[src/rtl/fdc_regcore_pkg.sv]
package fdc_regcore_pkg;
   localparam int BYTE_W   = 8;
   localparam int NUM_REGS = 16;
   localparam int IDX_W    = $clog2(NUM_REGS);
   localparam int CAUSE_W  = 6;
   localparam int FAULT_W  = 4;

   typedef enum logic [IDX_W-1:0] {
      RG_BYTE      = 4'd0,
      RG_USCNT     = 4'd1,
      RG_FAULT     = 4'd2,
      RG_MODE      = 4'd3,
      RG_LINESEL   = 4'd4,
      RG_CONFIG    = 4'd5,
      RG_CTLCLR    = 4'd6,
      RG_CTLSET    = 4'd7,
      RG_CAUSE     = 4'd8,
      RG_STEPS     = 4'd9,
      RG_CURTRK    = 4'd10,
      RG_CURSEC    = 4'd11,
      RG_GAPLEN    = 4'd12,
      RG_TGTSEC    = 4'd13,
      RG_SECCNT    = 4'd14,
      RG_CAUSE_EN  = 4'd15
   } reg_idx_e;

   // cause bit positions
   localparam int CB_TIMER = 0;
   localparam int CB_SEEK  = 1;
   localparam int CB_SEEN  = 2;
   localparam int CB_XFER  = 3;
   localparam int CB_DCHG  = 4;
   localparam int CB_FAULT = 5;

   // control bit positions
   localparam int CTL_IRQ_EN  = 0;
   localparam int CTL_SEEK_GO = 7;

   // config bit that holds the soft reset
   localparam int CFG_SOFT_RST = 7;

   function automatic logic is_plain(input int i);
      return !(i == int'(RG_USCNT) || i == int'(RG_FAULT) || i == int'(RG_CTLCLR) ||
               i == int'(RG_CTLSET) || i == int'(RG_CAUSE) || i == int'(RG_STEPS));
   endfunction
endpackage

[src/rtl/fdc_us_timer.sv]
module fdc_us_timer #(
   parameter int W          = 8,
   parameter int CLK_PER_US = 100
) (
   input  logic         clk,
   input  logic         rst_n,
   input  logic         clr,
   input  logic         load,
   input  logic [W-1:0] load_val,
   output logic [W-1:0] count,
   output logic         done
);
   logic tick;

   generate
      if (CLK_PER_US == 1) begin : g_nodiv
         assign tick = 1'b1;
      end else begin : g_div
         localparam int PW = $clog2(CLK_PER_US);
         localparam logic [PW-1:0] PRE_LAST = PW'(CLK_PER_US - 1);
         logic [PW-1:0] pre_q;
         always_ff @(posedge clk or negedge rst_n) begin
            if (!rst_n)                           pre_q <= '0;
            else if (clr || load || pre_q == PRE_LAST) pre_q <= '0;
            else                                  pre_q <= pre_q + 1'b1;
         end
         assign tick = (pre_q == PRE_LAST);
      end
   endgenerate

   always_ff @(posedge clk or negedge rst_n) begin
      if (!rst_n)                   count <= '0;
      else if (clr)                 count <= '0;
      else if (load)                count <= load_val;
      else if (tick && count != '0) count <= count - 1'b1;
   end

   assign done = tick && !clr && !load && (count == W'(1));
endmodule

[src/rtl/fdc_step_engine.sv]
module fdc_step_engine #(
   parameter int W        = 8,
   parameter int STEP_GAP = 300,
   parameter int STEP_W   = 40
) (
   input  logic         clk,
   input  logic         rst_n,
   input  logic         clr,
   input  logic         go,
   input  logic         load,
   input  logic [W-1:0] load_val,
   output logic [W-1:0] steps,
   output logic         step_pulse,
   output logic         done
);
   localparam int GW = $clog2(STEP_GAP);
   localparam logic [GW-1:0] GAP_LAST = GW'(STEP_GAP - 1);
   localparam logic [GW-1:0] HI_LEN   = GW'(STEP_W);

   logic [GW-1:0] cnt_q;
   logic          active;
   logic          step_end;

   assign active   = go && (steps != '0);
   assign step_end = active && !load && !clr && (cnt_q == GAP_LAST);

   always_ff @(posedge clk or negedge rst_n) begin
      if (!rst_n)                          cnt_q <= '0;
      else if (clr || load || !active)     cnt_q <= '0;
      else if (cnt_q == GAP_LAST)          cnt_q <= '0;
      else                                 cnt_q <= cnt_q + 1'b1;
   end

   always_ff @(posedge clk or negedge rst_n) begin
      if (!rst_n)        steps <= '0;
      else if (clr)      steps <= '0;
      else if (load)     steps <= load_val;
      else if (step_end) steps <= steps - 1'b1;
   end

   assign step_pulse = active && (cnt_q < HI_LEN);
   assign done       = step_end && (steps == W'(1));
endmodule

[src/rtl/fdc_cause_latch.sv]
module fdc_cause_latch #(
   parameter int N = 6
) (
   input  logic         clk,
   input  logic         rst_n,
   input  logic         clr,
   input  logic         ack,
   input  logic [N-1:0] ev,
   input  logic [N-1:0] mask,
   input  logic         gate,
   output logic [N-1:0] cause,
   output logic         pend
);
   always_ff @(posedge clk or negedge rst_n) begin
      if (!rst_n)   cause <= '0;
      else if (clr) cause <= '0;
      else if (ack) cause <= ev;
      else          cause <= cause | ev;
   end

   assign pend = gate && ((cause & mask) != '0);
endmodule

[src/rtl/fdc_regcore.sv]
module fdc_regcore
   import fdc_regcore_pkg::*;
#(
   parameter int ADDR_W      = 8,
   parameter int STRIDE_LOG2 = 4,
   parameter int CLK_PER_US  = 100,
   parameter int STEP_GAP    = 300,
   parameter int STEP_W      = 40
) (
   input  logic              clk,
   input  logic              rst_n,
   input  logic [ADDR_W-1:0] bus_addr,
   input  logic              bus_wr,
   input  logic              bus_rd,
   input  logic [7:0]        bus_wdata,
   output logic [7:0]        bus_rdata,
   input  logic              dir_in,
   input  logic              dir_load,
   output logic              step_out,
   output logic              step_dir,
   input  logic              ev_seen_sec,
   input  logic              ev_xfer_done,
   input  logic              ev_data_chg,
   input  logic [3:0]        err_bits,
   input  logic              st_fifo_one,
   input  logic              st_fifo_two,
   input  logic              st_sense,
   input  logic              st_rd_bit,
   input  logic              st_mark,
   output logic              irq
);
   generate
      if (ADDR_W < STRIDE_LOG2 + IDX_W) begin : g_bad_addr
         $error("ADDR_W too small for sixteen registers at the chosen stride");
      end
      if (STEP_W < 1 || STEP_W >= STEP_GAP) begin : g_bad_step
         $error("STEP_W must be at least 1 and below STEP_GAP");
      end
      if (CLK_PER_US < 1) begin : g_bad_us
         $error("CLK_PER_US must be at least 1");
      end
   endgenerate

   reg_idx_e            idx;
   logic [BYTE_W-1:0]   plain_q [NUM_REGS];
   logic [BYTE_W-1:0]   ctrl_q;
   logic [FAULT_W-1:0]  err_q;
   logic [BYTE_W-1:0]   timer_q;
   logic [BYTE_W-1:0]   steps_q;
   logic [CAUSE_W-1:0]  cause_q;
   logic [CAUSE_W-1:0]  ev_vec;
   logic                soft_rst;
   logic                tmr_done;
   logic                seek_done;
   logic                pend;
   logic                dir_q;
   logic [BYTE_W-1:0]   status_b;
   logic [BYTE_W-1:0]   fault_b;
   logic [BYTE_W-1:0]   rd_mux;
   logic                unused_addr;

   assign idx         = reg_idx_e'(bus_addr[STRIDE_LOG2 +: IDX_W]);
   assign unused_addr = ^bus_addr;
   assign soft_rst    = plain_q[int'(RG_CONFIG)][CFG_SOFT_RST];

   // plain storage registers
   always_ff @(posedge clk or negedge rst_n) begin
      if (!rst_n) begin
         for (int i = 0; i < NUM_REGS; i++) plain_q[i] <= '0;
      end else if (bus_wr && is_plain(int'(idx))) begin
         plain_q[idx] <= bus_wdata;
      end
   end

   // control: clear-by-ones at one index, set-by-ones at the next
   always_ff @(posedge clk or negedge rst_n) begin
      if (!rst_n)                           ctrl_q <= '0;
      else if (soft_rst)                    ctrl_q <= '0;
      else if (bus_wr && idx == RG_CTLCLR)  ctrl_q <= ctrl_q & ~bus_wdata;
      else if (bus_wr && idx == RG_CTLSET)  ctrl_q <= ctrl_q | bus_wdata;
   end

   // fault flags: accumulate, clear on read keeping same-cycle events
   always_ff @(posedge clk or negedge rst_n) begin
      if (!rst_n)                          err_q <= '0;
      else if (soft_rst)                   err_q <= '0;
      else if (bus_rd && idx == RG_FAULT)  err_q <= err_bits;
      else                                 err_q <= err_q | err_bits;
   end

   always_ff @(posedge clk or negedge rst_n) begin
      if (!rst_n)        dir_q <= 1'b0;
      else if (dir_load) dir_q <= dir_in;
   end
   assign step_dir = dir_q;

   fdc_us_timer #(
      .W          (BYTE_W),
      .CLK_PER_US (CLK_PER_US)
   ) u_timer (
      .clk      (clk),
      .rst_n    (rst_n),
      .clr      (soft_rst),
      .load     (bus_wr && idx == RG_USCNT),
      .load_val (bus_wdata),
      .count    (timer_q),
      .done     (tmr_done)
   );

   fdc_step_engine #(
      .W        (BYTE_W),
      .STEP_GAP (STEP_GAP),
      .STEP_W   (STEP_W)
   ) u_step (
      .clk        (clk),
      .rst_n      (rst_n),
      .clr        (soft_rst),
      .go         (ctrl_q[CTL_SEEK_GO]),
      .load       (bus_wr && idx == RG_STEPS),
      .load_val   (bus_wdata),
      .steps      (steps_q),
      .step_pulse (step_out),
      .done       (seek_done)
   );

   always_comb begin
      ev_vec           = '0;
      ev_vec[CB_TIMER] = tmr_done;
      ev_vec[CB_SEEK]  = seek_done;
      ev_vec[CB_SEEN]  = ev_seen_sec;
      ev_vec[CB_XFER]  = ev_xfer_done;
      ev_vec[CB_DCHG]  = ev_data_chg;
      ev_vec[CB_FAULT] = |err_bits;
   end

   fdc_cause_latch #(
      .N (CAUSE_W)
   ) u_cause (
      .clk   (clk),
      .rst_n (rst_n),
      .clr   (soft_rst),
      .ack   (bus_rd && idx == RG_CAUSE),
      .ev    (ev_vec),
      .mask  (plain_q[int'(RG_CAUSE_EN)][CAUSE_W-1:0]),
      .gate  (ctrl_q[CTL_IRQ_EN]),
      .cause (cause_q),
      .pend  (pend)
   );
   assign irq = pend;

   assign status_b = {st_fifo_one, st_fifo_two, |err_q, 1'b0,
                      st_sense, st_rd_bit, pend, st_mark};
   assign fault_b  = {err_q[3], err_q[2], 3'b000, err_q[1], 1'b0, err_q[0]};

   always_comb begin
      unique case (idx)
         RG_USCNT: rd_mux = timer_q;
         RG_FAULT: rd_mux = fault_b;
         RG_CTLCLR: rd_mux = ctrl_q;
         RG_CTLSET: rd_mux = status_b;
         RG_CAUSE: rd_mux = {{(BYTE_W-CAUSE_W){1'b0}}, cause_q};
         RG_STEPS: rd_mux = steps_q;
         default:  rd_mux = plain_q[idx];
      endcase
   end

   assign bus_rdata = bus_rd ? rd_mux : '0;
endmodule

[config.mk]
export PLATFORM = sky130hd
export DESIGN_NAME = fdc_regcore
export DESIGN_NICKNAME = d
export VERILOG_FILES = /design/src/rtl/fdc_regcore_pkg.sv /design/src/rtl/fdc_us_timer.sv /design/src/rtl/fdc_step_engine.sv /design/src/rtl/fdc_cause_latch.sv /design/src/rtl/fdc_regcore.sv
export SDC_FILE = /design/constraint.sdc
export NUM_CORES = 1
export LEC_CHECK = 0
export ABC_AREA = 1
export BUFFER_PORTS_ARGS = -buffer_cell sky130_fd_sc_hd__buf_2
export CAP_MARGIN = 20
export CORE_MARGIN = 8
export CORE_UTILIZATION = 45
export DETAILED_ROUTE_END_ITERATION = 16
export PLACE_DENSITY = 0.72
export SETUP_SLACK_MARGIN = 0.05
export SYNTH_ARGS = -nofsm -noshare
export SYNTH_HDL_FRONTEND = slang
export SYNTH_SLANG_ARGS = --single-unit
[constraint.sdc]
create_clock -name clk -period 3.4 [get_ports clk]
set_clock_uncertainty 0.2 [all_clocks]
set_input_delay 0.17 -clock clk [delete_from_list [all_inputs] [get_ports clk]]
set_output_delay 0.17 -clock clk [all_outputs]
set_load 0.01 [all_outputs]
==> impl_metrics.env <==
export IMPL_vias=8164
export IMPL_drt_iter0_drc=776
export IMPL_setup_viol=0
export IMPL_multi_input_area_um2=3940
export IMPL_synth_mux_area_fraction_pct=0.118
export IMPL_dieArea_um2=26200
export IMPL_min_period_over_period_pct=72.5
export IMPL_crit_type="primary input to output pin"
export IMPL_crit_path_max_fanout=17
export IMPL_nNetsFinal=1399
export IMPL_drt_total_wl_mm=23.7
export IMPL_antenna_diode_count=0
export IMPL_cts_root_buf="clkbuf_16"
export IMPL_yosysTopAreaCell="dfrtp_1"
export IMPL_yosys_area_share_simple_pct=31.4
export IMPL_synth_cell_type_count=36
export IMPL_layout_drive_gt1_share_pct=8.17
export IMPL_dpl_hpwl_mm=15.9
export IMPL_gp_congestion=0.882
export IMPL_fin_setup_tns_ps=0
export IMPL_yosys_area_share_xor_xnor_pct=0.275
export IMPL_r2r_cells=7
export IMPL_seqCellArea_um2=4480
export IMPL_power_density_nw_per_um2=604
export IMPL_path_depth=10
export IMPL_layout_common_cells="567 x nand2_1, 182 x inv_1, 179 x dfrtp_1"
export IMPL_pre_cts_ws_ps=900
export IMPL_grt_pass1_vias=7771
export IMPL_r2r_start="u_step.steps[0]"
export IMPL_worstMarginPinSlew_ps=658
export IMPL_p_leak_nw=5.66
export IMPL_critPathTopFamily="simple AND/OR/NAND/NOR gates"
export IMPL_start_util_pct=45.6
export IMPL_overflow=0
export IMPL_htreeDepth=4
export IMPL_seq_area_frac_synth_pct=46.9
export IMPL_syn_inst=1369
export IMPL_post_drt_wl_per_cell_um=14.4
export IMPL_ys_seq_elements=179
export IMPL_critPathLaunchType="primary input"
export IMPL_grt_pass1_wl_mm=39.7
export IMPL_cts_max_path_buffers=2
export IMPL_fp_row_count=53
export IMPL_relSlewSlack_pct=55.8
export IMPL_avgSynthCellArea_um2=6.98
export IMPL_yosysTopAreaCellShare_pct=46.9
export IMPL_endpoint_kind="output pin"
export IMPL_cts_tree="built"
export IMPL_grt_max_degree=67
export IMPL_cts_sinks=179
export IMPL_hp_class="primary input to flop"
export IMPL_critPathMostFrequentCell="nand2_1"
export IMPL_io_pins=45
export IMPL_slew_violations=0
export IMPL_clkLatencyLatePin_ps=440
export IMPL_fill_cells=2062
export IMPL_slowest_stage="nor2_1"
export IMPL_synth_nets=1410
export IMPL_drc_errors=0
export IMPL_path_cells="buf_2 > nand2_1 > nor2_1 > nand2_1 > nand2_1 > a21oi_1 > nand2_1 > nand2_1 > nor2_1 > buf_2"
export IMPL_synth_area_leaders="dfrtp_1 47%, nand2_1 22%, inv_1 7.1%, o21ai_0 4.3%, nor2_1 3.7%"
export IMPL_stdcell_area_um2=10600
export IMPL_postCtsHoldBufs=18
export IMPL_drt_pass1_iterations=5
export IMPL_grt_usage_pct=18.9
export IMPL_synthToLayoutAreaGrowth_pct=10.7
export IMPL_ir_worst_vdd_v=0.000334
export IMPL_worst_path_buf_inv=2
export IMPL_syn_area_um2=9560
export IMPL_finalWorstSetupSlack_ps=934
export IMPL_endpoint="bus_rdata[7]"
export IMPL_coreArea_um2=21000
export IMPL_crit_arrival_ps=2100
export IMPL_path_clk_slew_ps=70
export IMPL_place_area_um2=9790
export IMPL_detail_route_vias_per_cell=4.96
export IMPL_max_cap_viol_count=0
export IMPL_synth_compound_area_share_pct=8.50
export IMPL_die_y_um=162
export IMPL_postCtsResizedCells=0
export IMPL_grt_setup_unrepaired="false"
export IMPL_numCtsBuffers=17
export IMPL_yosysWarnings=0
export IMPL_hold_viol=0
export IMPL_startpoint="bus_addr[5]"
export IMPL_post_cts_buffers=0
export IMPL_die_x_um=162
export IMPL_outcome="completed"
export IMPL_regToRegSetupSlack_ps=1280
export IMPL_finalCriticalPeriod_ps=2470
export IMPL_synth_adder_area_share_pct=0.916
export IMPL_numPortBuffers=40
export IMPL_final_common_cell="nand2_1"
export IMPL_cp_slowest_stage_delay_ps=550
export IMPL_stdcell_count=1646
export IMPL_crit_required_ps=3030
export IMPL_p_total_mw=6.38
export IMPL_drt_antenna_violating_nets=0
export IMPL_r2r_end="u_step.cnt_q[5]"
export IMPL_fmax_mhz=405
export IMPL_dpl_cell_count=1596
export IMPL_grt_antenna_before_repair=0
export IMPL_synth_top_family_by_area="simple AND/OR/NAND/NOR gates"
[Yosys cell counts, drive strengths merged]
cell	instances
o32ai	1
inv	185
o21ai	123
xor2	1
a21oi	30
a211oi	1
a21boi	1
nand4	11
buf	34
nor3b	6
clkbuf	67
ha	7
nand2	573
nor4	2
nor2	100
nand3b	2
nor3	4
nand3	35
o211ai	2
dfrtp	179
mux2	1
or2	1
xnor2	2
and3	1
[layer usage]
metal | part of all wire (%) | global-route usage, %
met5 | 0 | 0
met1 | 45 | 25.3
met3 | 7.1 | 4.40
met2 | 45 | 29.3
met4 | 3.1 | 7.11
[per-stage QoR]
stage	hold WS [ps]	utilization (%)
after CTS	9.52	50.5
after global routing	48.3	50.5
after global placement	-9.04	46.7
final	21.2	50.5
after detailed placement	-0.275	46.7
after floorplan	-326	-
[layout make-up]
| type | count | share of cell area (%) |
|---|---|---|
| Inverter | 185 | 6.56 |
| Multi-Input combinational cell | 904 | 37.2 |
| Clock buffer | 17 | 4.02 |
| Clock inverter | 15 | 1.76 |
| Tap cell | 275 | 3.25 |
| Timing Repair Buffer | 71 | 4.81 |
| Sequential cell | 179 | 42.3 |
[where the power goes]
part / internal, mW / total, mW / switching, mW / leakage, nW
combinational: 0.566 / 1.56 / 0.998 / 3.01
sequential: 2.51 / 2.77 / 0.260 / 2.35
clock: 1.12 / 2.05 / 0.929 / 0.299
[registers in the layout, summed over array words and instances, names as in the netlist]
signal,cells
u_cause.cause,6
plain_q,128
err_q,4
u_step.cnt_q,9
step_dir,1
u_timer.g_div.pre_q,7
u_step.steps,8
u_timer.count,8
ctrl_q,8
[worst register-to-register path: cells and delay by family, from the launching register on]
family | cells | cell delay, ps
AND/OR/NAND/NOR | 4 | 610
flip-flops | 1 | 420
adder cells (fa/ha/maj) | 1 | 210
AO/OA/AOI/OAI | 1 | 450
buffers and inverters | 1 | 110
[how the worst min path moves through the flow]
stage                                 end  slack (ps)  cells after the start  startpoint
after floorplan                 ctrl_q[0]        -330                      0       rst_n
after global placement    u_step.cnt_q[3]          -9                      1       rst_n
after detailed placement  u_step.cnt_q[2]        -0.3                      1       rst_n
after CTS                        err_q[0]          10                      4      bus_rd
after global routing             err_q[0]          50                      4      bus_rd
final                            err_q[0]          20                      4      bus_rd
[cells by family after synthesis]
family | after synthesis
mux | 1
simple gates | 735
flops | 179
compound gates | 158
xor+xnor | 3
buf+inv | 286
fa+ha+maj | 7
Power figures use the tool's default switching activity.
